**src/rtl/col_mux_pkg.sv**
```systemverilog
package col_mux_pkg;
   localparam int BYTE_OFS  = 3;
   localparam int MIN_COLS  = 7;
   localparam int MAX_CODE  = 4;
   localparam int MAX_COLS  = MIN_COLS + MAX_CODE;
   localparam int PA_W      = BYTE_OFS + MAX_COLS;
   localparam int MA_W      = MAX_COLS + 1;
   localparam int AP_PIN    = 10;
   localparam int CODE_W    = 3;

   typedef logic [CODE_W-1:0] page_code_t;
   typedef logic [MA_W-1:0]   mem_addr_t;
endpackage

```
**src/rtl/col_code_decode.sv**
```systemverilog
module col_code_decode #(
   parameter int CODE_W   = col_mux_pkg::CODE_W,
   parameter int MIN_COLS = col_mux_pkg::MIN_COLS,
   parameter int MAX_CODE = col_mux_pkg::MAX_CODE,
   localparam int MAX_COLS = MIN_COLS + MAX_CODE
) (
   input  logic [CODE_W-1:0]   code,
   output logic                code_ok,
   output logic [MAX_COLS-1:0] col_en
);
   initial begin
      if (MAX_CODE >= (1 << CODE_W))
         $error("MAX_CODE does not fit in CODE_W bits");
   end

   assign code_ok = (int'(code) <= MAX_CODE);

   for (genvar j = 0; j < MAX_COLS; j++) begin : g_en
      if (j < MIN_COLS) begin : g_always
         assign col_en[j] = code_ok;
      end else begin : g_coded
         assign col_en[j] = code_ok && (int'(code) > (j - MIN_COLS));
      end
   end
endmodule

```
**src/rtl/col_bit_map.sv**
```systemverilog
module col_bit_map #(
   parameter int MAX_COLS = col_mux_pkg::MAX_COLS,
   parameter int AP_PIN   = col_mux_pkg::AP_PIN,
   localparam int MA_W    = MAX_COLS + 1
) (
   input  logic [MAX_COLS-1:0] col_bits,
   input  logic [MAX_COLS-1:0] col_en,
   input  logic                auto_pre,
   output logic [MA_W-1:0]     pins
);
   initial begin
      if (AP_PIN >= MA_W || AP_PIN < 1)
         $error("AP_PIN outside address bus");
   end

   for (genvar p = 0; p < MA_W; p++) begin : g_pin
      if (p == AP_PIN) begin : g_ap
         assign pins[p] = auto_pre;
      end else begin : g_col
         localparam int J = (p < AP_PIN) ? p : p - 1;
         assign pins[p] = col_en[J] & col_bits[J];
      end
   end
endmodule

```
**src/rtl/col_addr_mux.sv**
```systemverilog
module col_addr_mux #(
   parameter int BYTE_OFS = col_mux_pkg::BYTE_OFS,
   parameter int MIN_COLS = col_mux_pkg::MIN_COLS,
   parameter int MAX_CODE = col_mux_pkg::MAX_CODE,
   parameter int AP_PIN   = col_mux_pkg::AP_PIN,
   parameter int CODE_W   = col_mux_pkg::CODE_W,
   localparam int MAX_COLS = MIN_COLS + MAX_CODE,
   localparam int PA_W     = BYTE_OFS + MAX_COLS,
   localparam int MA_W     = MAX_COLS + 1
) (
   input  logic              clk,
   input  logic              rst_n,
   input  logic              cmd_valid,
   input  logic [CODE_W-1:0] page_code,
   input  logic [PA_W-1:0]   phys_addr,
   input  logic              auto_pre,
   output logic [MA_W-1:0]   mem_addr,
   output logic              col_cmd,
   output logic              cfg_err
);
   initial begin
      if (BYTE_OFS < 1) $error("BYTE_OFS must be at least 1");
      if (MIN_COLS < 1) $error("MIN_COLS must be at least 1");
   end

   logic                code_ok;
   logic [MAX_COLS-1:0] col_en;
   logic [MA_W-1:0]     next_pins;
   logic                unused_byte_lanes;

   assign unused_byte_lanes = ^phys_addr[BYTE_OFS-1:0];

   col_code_decode #(
      .CODE_W(CODE_W), .MIN_COLS(MIN_COLS), .MAX_CODE(MAX_CODE)
   ) u_dec (
      .code(page_code), .code_ok(code_ok), .col_en(col_en)
   );

   col_bit_map #(
      .MAX_COLS(MAX_COLS), .AP_PIN(AP_PIN)
   ) u_map (
      .col_bits(phys_addr[PA_W-1:BYTE_OFS]),
      .col_en(col_en),
      .auto_pre(auto_pre),
      .pins(next_pins)
   );

   always_ff @(posedge clk or negedge rst_n) begin
      if (!rst_n) begin
         mem_addr <= '0;
         col_cmd  <= 1'b0;
         cfg_err  <= 1'b0;
      end else begin
         col_cmd <= cmd_valid && code_ok;
         if (cmd_valid) begin
            cfg_err <= !code_ok;
            if (code_ok) mem_addr <= next_pins;
         end
      end
   end

   assert_hold_R7: assert property (@(posedge clk) disable iff (!rst_n)
      !cmd_valid |=> ($stable(mem_addr) && $stable(cfg_err)));

   assert_bad_code_R8: assert property (@(posedge clk) disable iff (!rst_n)
      (cmd_valid && int'(page_code) > MAX_CODE) |=>
         (cfg_err && !col_cmd && $stable(mem_addr)));

   assert_ap_pin_R6: assert property (@(posedge clk) disable iff (!rst_n)
      (cmd_valid && int'(page_code) <= MAX_CODE) |=>
         (mem_addr[AP_PIN] == $past(auto_pre)));

   assert_cmd_pulse_R9: assert property (@(posedge clk) disable iff (!rst_n)
      (cmd_valid && int'(page_code) <= MAX_CODE) |=> (col_cmd && !cfg_err));

   assert_no_cmd_R9: assert property (@(posedge clk) disable iff (!rst_n)
      !cmd_valid |=> !col_cmd);
endmodule

```
**config.mk**
```make
export PLATFORM = sky130hd
export DESIGN_NAME = col_addr_mux
export DESIGN_NICKNAME = d
export VERILOG_FILES = /design/src/rtl/col_mux_pkg.sv /design/src/rtl/col_code_decode.sv /design/src/rtl/col_bit_map.sv /design/src/rtl/col_addr_mux.sv
export SDC_FILE = /design/constraint.sdc
export NUM_CORES = 1
export LEC_CHECK = 0
export ABC_CLOCK_PERIOD_IN_PS = 1590
export BUFFER_PORTS_ARGS = -buffer_cell sky130_fd_sc_hd__buf_2
export CAP_MARGIN = 20
export CORE_MARGIN = 2
export CORE_UTILIZATION = 44
export CTS_BUF_LIST = sky130_fd_sc_hd__clkbuf_4 sky130_fd_sc_hd__clkbuf_8
export CTS_CLUSTER_DIAMETER = 40
export DETAILED_ROUTE_END_ITERATION = 7
export PLACE_DENSITY = 0.85
export SETUP_SLACK_MARGIN = 0.4
export SLEW_MARGIN = 20
export SYNTH_ARGS = -nofsm -noshare
export SYNTH_HDL_FRONTEND = slang
export SYNTH_SLANG_ARGS = --single-unit
```
**constraint.sdc**
```tcl
create_clock -name clk -period 1.59 [get_ports clk]
set_input_delay 0.477 -clock clk [delete_from_list [all_inputs] [get_ports clk]]
set_output_delay 0.477 -clock clk [all_outputs]
set_load 0.01 [all_outputs]
```
Word-level counts from Yosys, hierarchy flattened
Index checks and enable logic that the tools add are counted.
{"block": "classes", "magnitude_cmp": 5, "bitwise_logic": 11, "n_reduce_logical": 7}
{"cell": "1-bit bitwise AND", "n": 11}
{"cell": "3-bit by 1-bit > comparator with 1-bit output (second input constant)", "n": 2}
{"cell": "3-bit by 2-bit > comparator with 1-bit output (second input constant)", "n": 2}
{"cell": "1-bit logical AND", "n": 5}
{"cell": "3-bit less-or-equal comparator (second input constant)", "n": 1}
{"cell": "2-bit AND reduction", "n": 1}
{"cell": "1-bit zero test", "n": 1}
{"block": "word_totals", "reg_bits": 14, "in_bits": 21}

Logic depth before layout (Yosys ltp)
Gate-level depths: netlist of the first run.
{"block": "logic_depth", "depth_word": 3, "ltp_mapped": 5, "depth_no_buf": 4}

Hierarchy
Synthesis of the first run repeated with hierarchy kept, for this count alone.
{"block": "unflattened", "cells_unflattened": 58, "area_unflattened_um2": 728.2}
{"module": "col_addr_mux", "n_inst": 1, "cells_each": 31, "area_each_um2": 554.3, "seq_area_each_um2": 350.3}
{"module": "col_code_decode", "n_inst": 1, "cells_each": 15, "area_each_um2": 97.6, "seq_area_each_um2": 0.0}
{"module": "col_bit_map", "n_inst": 1, "cells_each": 12, "area_each_um2": 76.3, "seq_area_each_um2": 0.0}

Worst setup path before layout of the first run
OpenSTA, ideal clock, no wires.
{"block": "synth_path", "kind": "input -> register", "startpoint": "in page_code[0]", "endpoint": "reg mem_addr[0]", "t_arrival_ps": 1529, "required_ps": 1465, "path_slack_ps": -64, "cell_stages": 5, "path_cell_list": "or2_2 > ha_1 > nand2b_4 > buf_6 > mux2_4"}
{"block": "synth_via", "elab_chain_cells": 2, "word_cells_on_any_way": 3, "cone_classes": "order compare (1); bitwise (1); reduce/logical (1)"}
{"element": "start, declared", "line_no": "col_addr_mux.sv:14", "text": "input logic [CODE_W-1:0] page_code,"}
{"element": "3-bit less-or-equal comparator (*)", "line_no": "col_code_decode.sv:16", "text": "assign code_ok = (int'(code) <= MAX_CODE);"}
{"element": "1-bit bitwise AND or 2-bit AND reduction (tied branches)"}
{"element": "end signal, assigned", "line_no": "col_addr_mux.sv:57", "text": "if (code_ok) mem_addr <= next_pins;"}
{"element": "end, declared", "line_no": "col_addr_mux.sv:17", "text": "output logic [MA_W-1:0] mem_addr,"}
Mark *: on every way between the ends. The rest lies on a longest branch, timed or not.
A chain may end at the register's enable or synchronous reset.

Worst setup path after layout of the first run
{"block": "layout_path", "startpoint": "in page_code[1]", "endpoint": "reg mem_addr[5]"}
The elaborated chain is that of the path after synthesis.

==> summary.txt, run 1 <==
Pwr/cell area - 1010 nW/um^2
Final Skew - 0 ns
Design area - 947 sq um
GPL Wtd Cong - 0.748
Hold Crit Class - in2async
Worst setup EP type - flop
Delay of the slowest critical-path stage - 0.32 ns
Metal2 WL - 735 um
Final cell count without fillers - 103
Layout area overhead - 59.7%
DRC viols - 0
Slew headroom - 79.7%
Die width - 40.7 um
Diode count - 0
First-pass GRT wire length - 1.72 mm
Peak supply drop - 0.000714 V
Post-synthesis xor/xnor area fraction - 0%
Synth Area in Compound Gates - 3.16%
Max Cap Violations - 0
# rows - 13
CP Launch Type - input pin
Synthesized area - 593 sq um
Chip Height - 40.7 um
Drt via density - 4.84
Synth top area cells - dfrtp_1, mux2_4, mux2_2
CTS Buf Count - 3
Fin util - 73.7%
Synth area leader - dfrtp_1
Drt wl/cell - 13.4 um
Worst EP required - 1.75 ns
Pre-Repair DR Iteration Count - 4
Cells after synthesis - 40
Leak pwr - 0.525 nW
CP Class - in2reg
Yosys reg bits - 14
Final Setup Violations - 0
Clock sink count - 14
Placed Cells - 87
Clk_lat worst skew - 0.27 ns
Worst-path clk slew - 0.08 ns
DRT iter0 DRCs - 19
Initial antenna violation count - 0
CTS H-tree lvls - 1
Crit path DAT - 1.48 ns
Final hold violations - 0
Final Max Tran Viols - 0
Largest net degree at the start of global routing - 15
Layout cells sized above 1 - 69.3%
Fmax - 0.759 GHz
Met1 WL - 559 um
CTS Buffer Depth - 2
Fin crit period - 1.32 ns
I/O Buffers - 31
Post-synth top area share - 59.1%
Crit path max-delay cell type - mux2_4
Syn_nets - 62
Critical Path Fanout Max - 5
Yosys warnings - 0
Adder-cell share of the synthesized area - 2.11%
Post-Synth Simple-Gate Area - 5.91%
Total GRT Usage - 16.6%
Global route overflow - 0
Number of global-route vias before repair - 428
Initial Utilization - 46.2%
Io pins - 35
CTS root buffer - clkbuf_4
Largest delay share family, worst path - simple AND/OR/NAND/NOR gates
Core Area - 1280 sq um
Part of the cycle the worst path needs - 82.9%
Area post-placement - 786 sq um
Bufs and invs on worst path - 1
Largest family of logic cells by synthesized area - multiplexers
Hold buffers post-CTS - 0
Nets@finish - 111
Routed Antenna Nets - 0
Met3 WL - 83 um
Worst Tran Pin Value - 0.305 ns
Mean post-synth cell area - 14.8 sq um
CTS tree - built
Seq/Total Area, Yosys - 59.1%
RSZ-0062 raised after global routing - yes
Top sig layer - met3
Final WL - 1.38 mm
Mux share of post-synthesis cell area - 25.3%
Vias - 499
Worst path cell trace - buf_6 > or2_4 > ha_4 > nand2b_4 > mux2_4
Die footprint - 1660 sq um
Synth unique cells - 14
Status - finished, final reports clean
DP HPWL - 882 um
[flip-flops by register name, summed over array words and instances (netlist names)]
register,count
cfg_err,1
mem_addr,12
col_cmd,1
[report_power, final]
| part | switching (mW) | total, mW | internal [mW] |
|---|---|---|---|
| logic | 0.107 | 0.278 | 0.171 |
| clock network | 0.114 | 0.254 | 0.139 |
| registers | 0.0241 | 0.429 | 0.405 |
| total | 0.245 | 0.960 | 0.715 |
[cell type report]
cell class / count / area, sq um
Multi-Input combinational cell: 22 / 245
Fill cell: 86 / 338
Timing Repair Buffer: 44 / 282
Clock buffer: 4 / 36.3
Sequential cell: 14 / 350
Inverter: 4 / 15.0
Tap cell: 15 / 18.8
[cells in the final DEF (no fill, tap or decap), drive strengths merged]
master,netlist,routed
buf,1,44
dfrtp,14,14
mux2,9,9
inv,4,4
clkbuf,0,4
mux2i,3,3
nand2b,1,2
nand2,2,2
or2,1,1
a21oi,1,1
nand3b,1,1
o2bb2ai,1,1
o21ai,1,1
ha,1,1
[what timing repair did]
action | in CTS | in global routing
resized for setup | 2 | 4
setup buffers | 5 | 6
pin swaps | 2 | 1
gates cloned | 1 | 0
endpoints found under the setup margin | 27 | 26
[per-layer routing]
metal,global-route usage [%],vias to the layer above
li1,-,232
met1,18.1,247
met2,29.4,20
met3,4.89,0
met4,7.50,0
met5,0,-
[metrics by stage]
stage / hold slack, ns / power [mW] / TNS, ns / setup WS (ns)
2_1_floorplan: 0.181 / 0.543 / 0 / 0.0194
3_3_place_gp: 0.379 / 0.627 / -0.297 / -0.0401
3_5_place_dp: 0.383 / 0.635 / -0.536 / -0.0653
4_1_cts: 0.0771 / 0.922 / 0 / 0.278
5_1_grt: 0.0757 / 1.02 / 0 / 0.260
6_report: 0.0747 / 0.960 / 0 / 0.272
[worst paths after layout]
check | startpoint | end | slack [ns] | depth (start not counted)
setup / recovery | page_code[1] | mem_addr[5] | 0.27 | 5
min in group clk | phys_addr[10] | mem_addr[7] | 0.43 | 3
max in group asynchronous | rst_n | mem_addr[0] | 1.29 | 1
hold / removal | rst_n | mem_addr[4] | 0.07 | 1
setup reg to reg | mem_addr[5] | mem_addr[5] | 0.60 | 3
hold reg to reg | mem_addr[6] | mem_addr[6] | 0.51 | 1
[synth_stat cells, drive strengths merged]
cell	number
a21oi	1
buf	1
dfrtp	14
ha	1
inv	4
mux2	9
mux2i	3
nand2	2
nand2b	1
nand3b	1
o21ai	1
o2bb2ai	1
or2	1
[cell families (layout without fill, tap and decap cells)]
logic type / after synthesis / after routing
AO/OA/AOI/OAI: 3 / 3
multiplexers: 12 / 12
flip-flops: 14 / 14
buffers and inverters: 5 / 52
AND/OR/NAND/NOR: 5 / 6
adder cells (fa/ha/maj): 1 / 1
No activity file was read; power rests on OpenSTA's default activity.
==> run 2, diff against run 1 <==
ABC_CLOCK_PERIOD_IN_PS = 1350   (was 1590)
CORE_UTILIZATION = 43   (was 44)
PLACE_DENSITY = 0.83   (was 0.85)
clock period = 1.35 ns   (was 1.59 ns; I/O delays follow)
==> summary.txt, run 2 (synthesis gave the netlist of run 1 again) <==
Clock sink count - 14
Placed Cells - 89
Vias - 492
# rows - 13
Total GRT Usage - 16.6%
Hold Crit Class - in2async
Final cell count without fillers - 105
Max FFs per register - 12
Drt wl/cell - 12.4 um
Largest net degree at the start of global routing - 15
DP HPWL - 862 um
Worst-path clk slew - 0.09 ns
Pwr/cell area - 1170 nW/um^2
Chip Height - 41.1 um
Area post-placement - 801 sq um
First-pass GRT wire length - 1.79 mm
RSZ-0062 raised after global routing - yes
CP Class - in2reg
Status - finished, violations left
Initial antenna violation count - 0
DRT iter0 DRCs - 6
Worst setup EP type - flop
Final Skew - 0 ns
CTS H-tree lvls - 1
Routed Antenna Nets - 0
Top reg by flops - mem_addr
Clk_lat worst skew - 0.28 ns
CP Launch Type - input pin
I/O Buffers - 31
Final Setup Violations - 0
Layout area overhead - 61.0%
Most frequent cells in the layout - buf_2, dfrtp_1, buf_4, mux2_4
Final WL - 1.30 mm
Core Area - 1300 sq um
DRC viols - 0
Critical Path Fanout Max - 6
Part of the cycle the worst path needs - 92.0%
Final Max Tran Viols - 0
Number of global-route vias before repair - 428
Top flop regs - mem_addr (12), cfg_err (1), col_cmd (1)
Design area - 955 sq um
Drt via density - 4.69
Slew headroom - 80.0%
Peak supply drop - 0.000638 V
Hold buffers post-CTS - 0
Violated checks - hold timing
Worst Tran Pin Value - 0.299 ns
Global route overflow - 0
GPL Wtd Cong - 0.595
CTS Buffer Depth - 2
Leak pwr - 0.532 nW
Layout cells sized above 1 - 70.0%
Diode count - 0
Worst EP required - 1.51 ns
Max Cap Violations - 0
Die width - 41.1 um
Io pins - 35
Initial Utilization - 45.6%
Commonest non-fill, non-tap cell in the layout - buf_2
Final TNS setup - 0 ns
Final hold violations - 8
Pre-Repair DR Iteration Count - 4
CTS root buffer - clkbuf_4
CTS Buf Count - 3
Nets@finish - 113
Crit path DAT - 1.40 ns
Hold WS - -0.00101 ns
CTS tree - built
Fin crit period - 1.24 ns
Die footprint - 1690 sq um
Fmax - 0.805 GHz
## run 2: layout make-up
class,count,area [sq um]
tap,15,18.8
inverter,4,15.0
multi-input combinational,22,244
timing repair buffer,46,290
clock buffer,4,36.3
fill,106,347
sequential,14,350
## run 2: power by group
group | leakage (nW) | total (mW) | internal (mW) | switching [mW]
logic | 0.342 | 0.309 | 0.189 | 0.119
clock network | 0.0210 | 0.298 | 0.164 | 0.134
registers | 0.169 | 0.507 | 0.477 | 0.0303
## run 2: metal layers
| layer | track usage [%] | vias to the layer above | wire length [um] |
|---|---|---|---|
| li1 | - | 236 | - |
| met1 | 23.1 | 234 | 552 |
| met2 | 25.0 | 20 | 647 |
| met3 | 4.89 | 2 | 80 |
| met4 | 4.84 | 0 | 23 |
| met5 | 0 | - | 0 |
## run 2: path summary, 6_finish.rpt
check | from | to | slack, ns | depth (start not counted)
hold reg to reg | mem_addr[10] | mem_addr[10] | 0.51 | 1
setup reg to reg | mem_addr[5] | mem_addr[5] | 0.45 | 2
setup / recovery | page_code[0] | mem_addr[1] | 0.11 | 5
min in group clk | phys_addr[9] | mem_addr[6] | 0.35 | 2
max in group asynchronous | rst_n | mem_addr[0] | 1.12 | 1
hold / removal | rst_n | mem_addr[9] | -0.001 | 1
## run 2: per-stage QoR
stage	setup WS, ns	total power [mW]	utilization [%]
floorplan	-0.149	0.640	-
global placement	-0.238	0.742	61.5
detailed placement	-0.254	0.753	61.5
CTS	0.0984	1.07	68.9
global route	0.0929	1.18	73.4
finish	0.108	1.11	73.4
## run 2: worst max-delay path, cell delays in order
cell	delay, ns
buf_6	0.09
or2_4	0.24
ha_4	0.16
nand2b_4	0.19
mux2_4	0.31
## run 2: timing repair
action / 4_1_cts / 5_1_grt
pin swaps: 2 / 2
buffers inserted: 5 / 6
gates cloned: 1 / 0
setup endpoints to repair: 28 / 28
gates resized for setup: 3 / 2
==> run 3, diff against run 2 <==
SETUP_SLACK_MARGIN = default   (was 0.4)
==> summary.txt, run 3 (synthesis gave the netlist of run 1 again) <==
Status - finished, final reports clean
Die width - 41.1 um
Total GRT Usage - 14.9%
Pre-Repair DR Iteration Count - 1
Critical Path Fanout Max - 12
Routed Antenna Nets - 0
Core Area - 1300 sq um
Crit Reg-Reg Startpoint - mem_addr[3]
Top reg by flops - mem_addr
Grt peak-use layer - met2
Slew headroom - 80.1%
Io pins - 35
Initial antenna violation count - 0
# rows - 13
Top flop regs - mem_addr (12), cfg_err (1), col_cmd (1)
Diode count - 0
Initial Utilization - 45.6%
Part of the cycle the worst path needs - 97.2%
Largest net degree at the start of global routing - 15
Worst path cell trace - buf_2 > or2_4 > ha_4 > nand2b_4 > mux2_4
Met3 global-route usage - 4.89%
CTS root buffer - clkbuf_4
Clk_lat worst skew - 0.27 ns
RSZ-0062 raised after global routing - no
Nets@finish - 101
Hold buffers post-CTS - 0
Fill cell count - 124
Dpl ws - -0.254 ns
Layout area overhead - 41.1%
Vias - 419
Drt wl/cell - 11.4 um
Post-CTS Resized - 0
Fmax - 0.762 GHz
Clock sink count - 14
Reg2Reg Depth - 1
Area post-placement - 801 sq um
CTS H-tree lvls - 1
DRC viols - 0
Final hold violations - 0
CTS Buf Count - 3
Max FFs per register - 12
CP Launch Type - input pin
Most frequent cells in the layout - buf_2, dfrtp_1, mux2_4
Worst-path clk slew - 0.08 ns
Setup bufs post-CTS - 0
CP Class - in2reg
Worst EP required - 1.51 ns
Pwr/cell area - 1230 nW/um^2
Die footprint - 1690 sq um
Fin crit period - 1.31 ns
Hold Crit Class - in2async
Worst Tran Pin Value - 0.299 ns
Number of global-route vias before repair - 402
Global route overflow - 0
Crit path to - mem_addr[1]
Leak pwr - 0.465 nW
Final Max Tran Viols - 0
Drt via density - 4.51
CTS tree - built
Peak supply drop - 0.000618 V
Final Skew - 0 ns
CTS Buffer Depth - 2
Layout cells sized above 1 - 65.4%
Max Cap Violations - 0
GPL Wtd Cong - 0.595
First-pass GRT wire length - 1.64 mm
Final WL - 1.06 mm
Chip Height - 41.1 um
I/O Buffers - 31
Crit path from - page_code[0]
DP HPWL - 862 um
Worst setup EP type - flop
Met1 Track Usage GR - 20.7%
Crit path DAT - 1.47 ns
Delay of the slowest critical-path stage - 0.33 ns
Fin worst setup slack - 0.0379 ns
Worst R2R Setup Slack - 0.59 ns
DRT iter0 DRCs - 0
Final Setup Violations - 0
Met2 Track Usage GR - 23.0%
R2r endpoint - mem_addr[3]
Crit path max-delay cell type - mux2_4
Commonest non-fill, non-tap cell in the layout - buf_2
Design area - 837 sq um
run 3: cell types whose count changed in the layout (fill, tap and decap cells not counted):
cell	change
buf_2	+3
mux2_2	+1
buf_6	-4
mux2_4	-1
buf_4	-10
nand2b_2	-1
run 3: final cells by class:
class | count | area, sq um | area share [%]
clock buffer | 4 | 36.3 | 4.33
inverter | 4 | 15.0 | 1.79
multi-input combinational | 21 | 231 | 27.7
sequential | 14 | 350 | 41.9
tap | 15 | 18.8 | 2.24
timing repair buffer | 35 | 185 | 22.1
run 3: per-layer routing:
metal  routed length, um  share of wire, %  up-vias
met4                   0                 0        0
met3                  72               6.8        0
met5                   0                 0        -
met1                 478                45      190
met2                 507                48       18
li1                    -                 -      211
run 3: worst min path at each step:
stage / depth (start not counted) / to / startpoint
finish: 1 / mem_addr[9] / rst_n
global route: 1 / mem_addr[9] / rst_n
CTS: 1 / cfg_err / rst_n
detailed placement: 1 / mem_addr[1] / rst_n
global placement: 1 / mem_addr[11] / rst_n
floorplan: 0 / cfg_err / rst_n
run 3: worst max-delay path, delay by kind of cell:
family	cells	cell delay, ns
mux	1	0.33
simple gates	2	0.47
fa+ha+maj	1	0.16
buf+inv	1	0.11
run 3: stage by stage:
stage                     hold WS (ns)  instances  utilization (%)  power, mW  setup TNS [ns]
after floorplan                  0.109         40                -      0.640          -0.743
after CTS                       0.0159         93             64.3       1.04               0
after global routing            0.0174         93             64.3       1.09               0
after global placement           0.311         89             61.5      0.742           -2.36
final                          0.00925         93             64.3       1.03               0
after detailed placement         0.316         89             61.5      0.753           -2.56
run 3: report_power, final:
part	internal (mW)	switching (mW)	total (mW)
Sequential	0.477	0.0267	0.503
Clock	0.164	0.126	0.290
Combinational	0.132	0.103	0.235
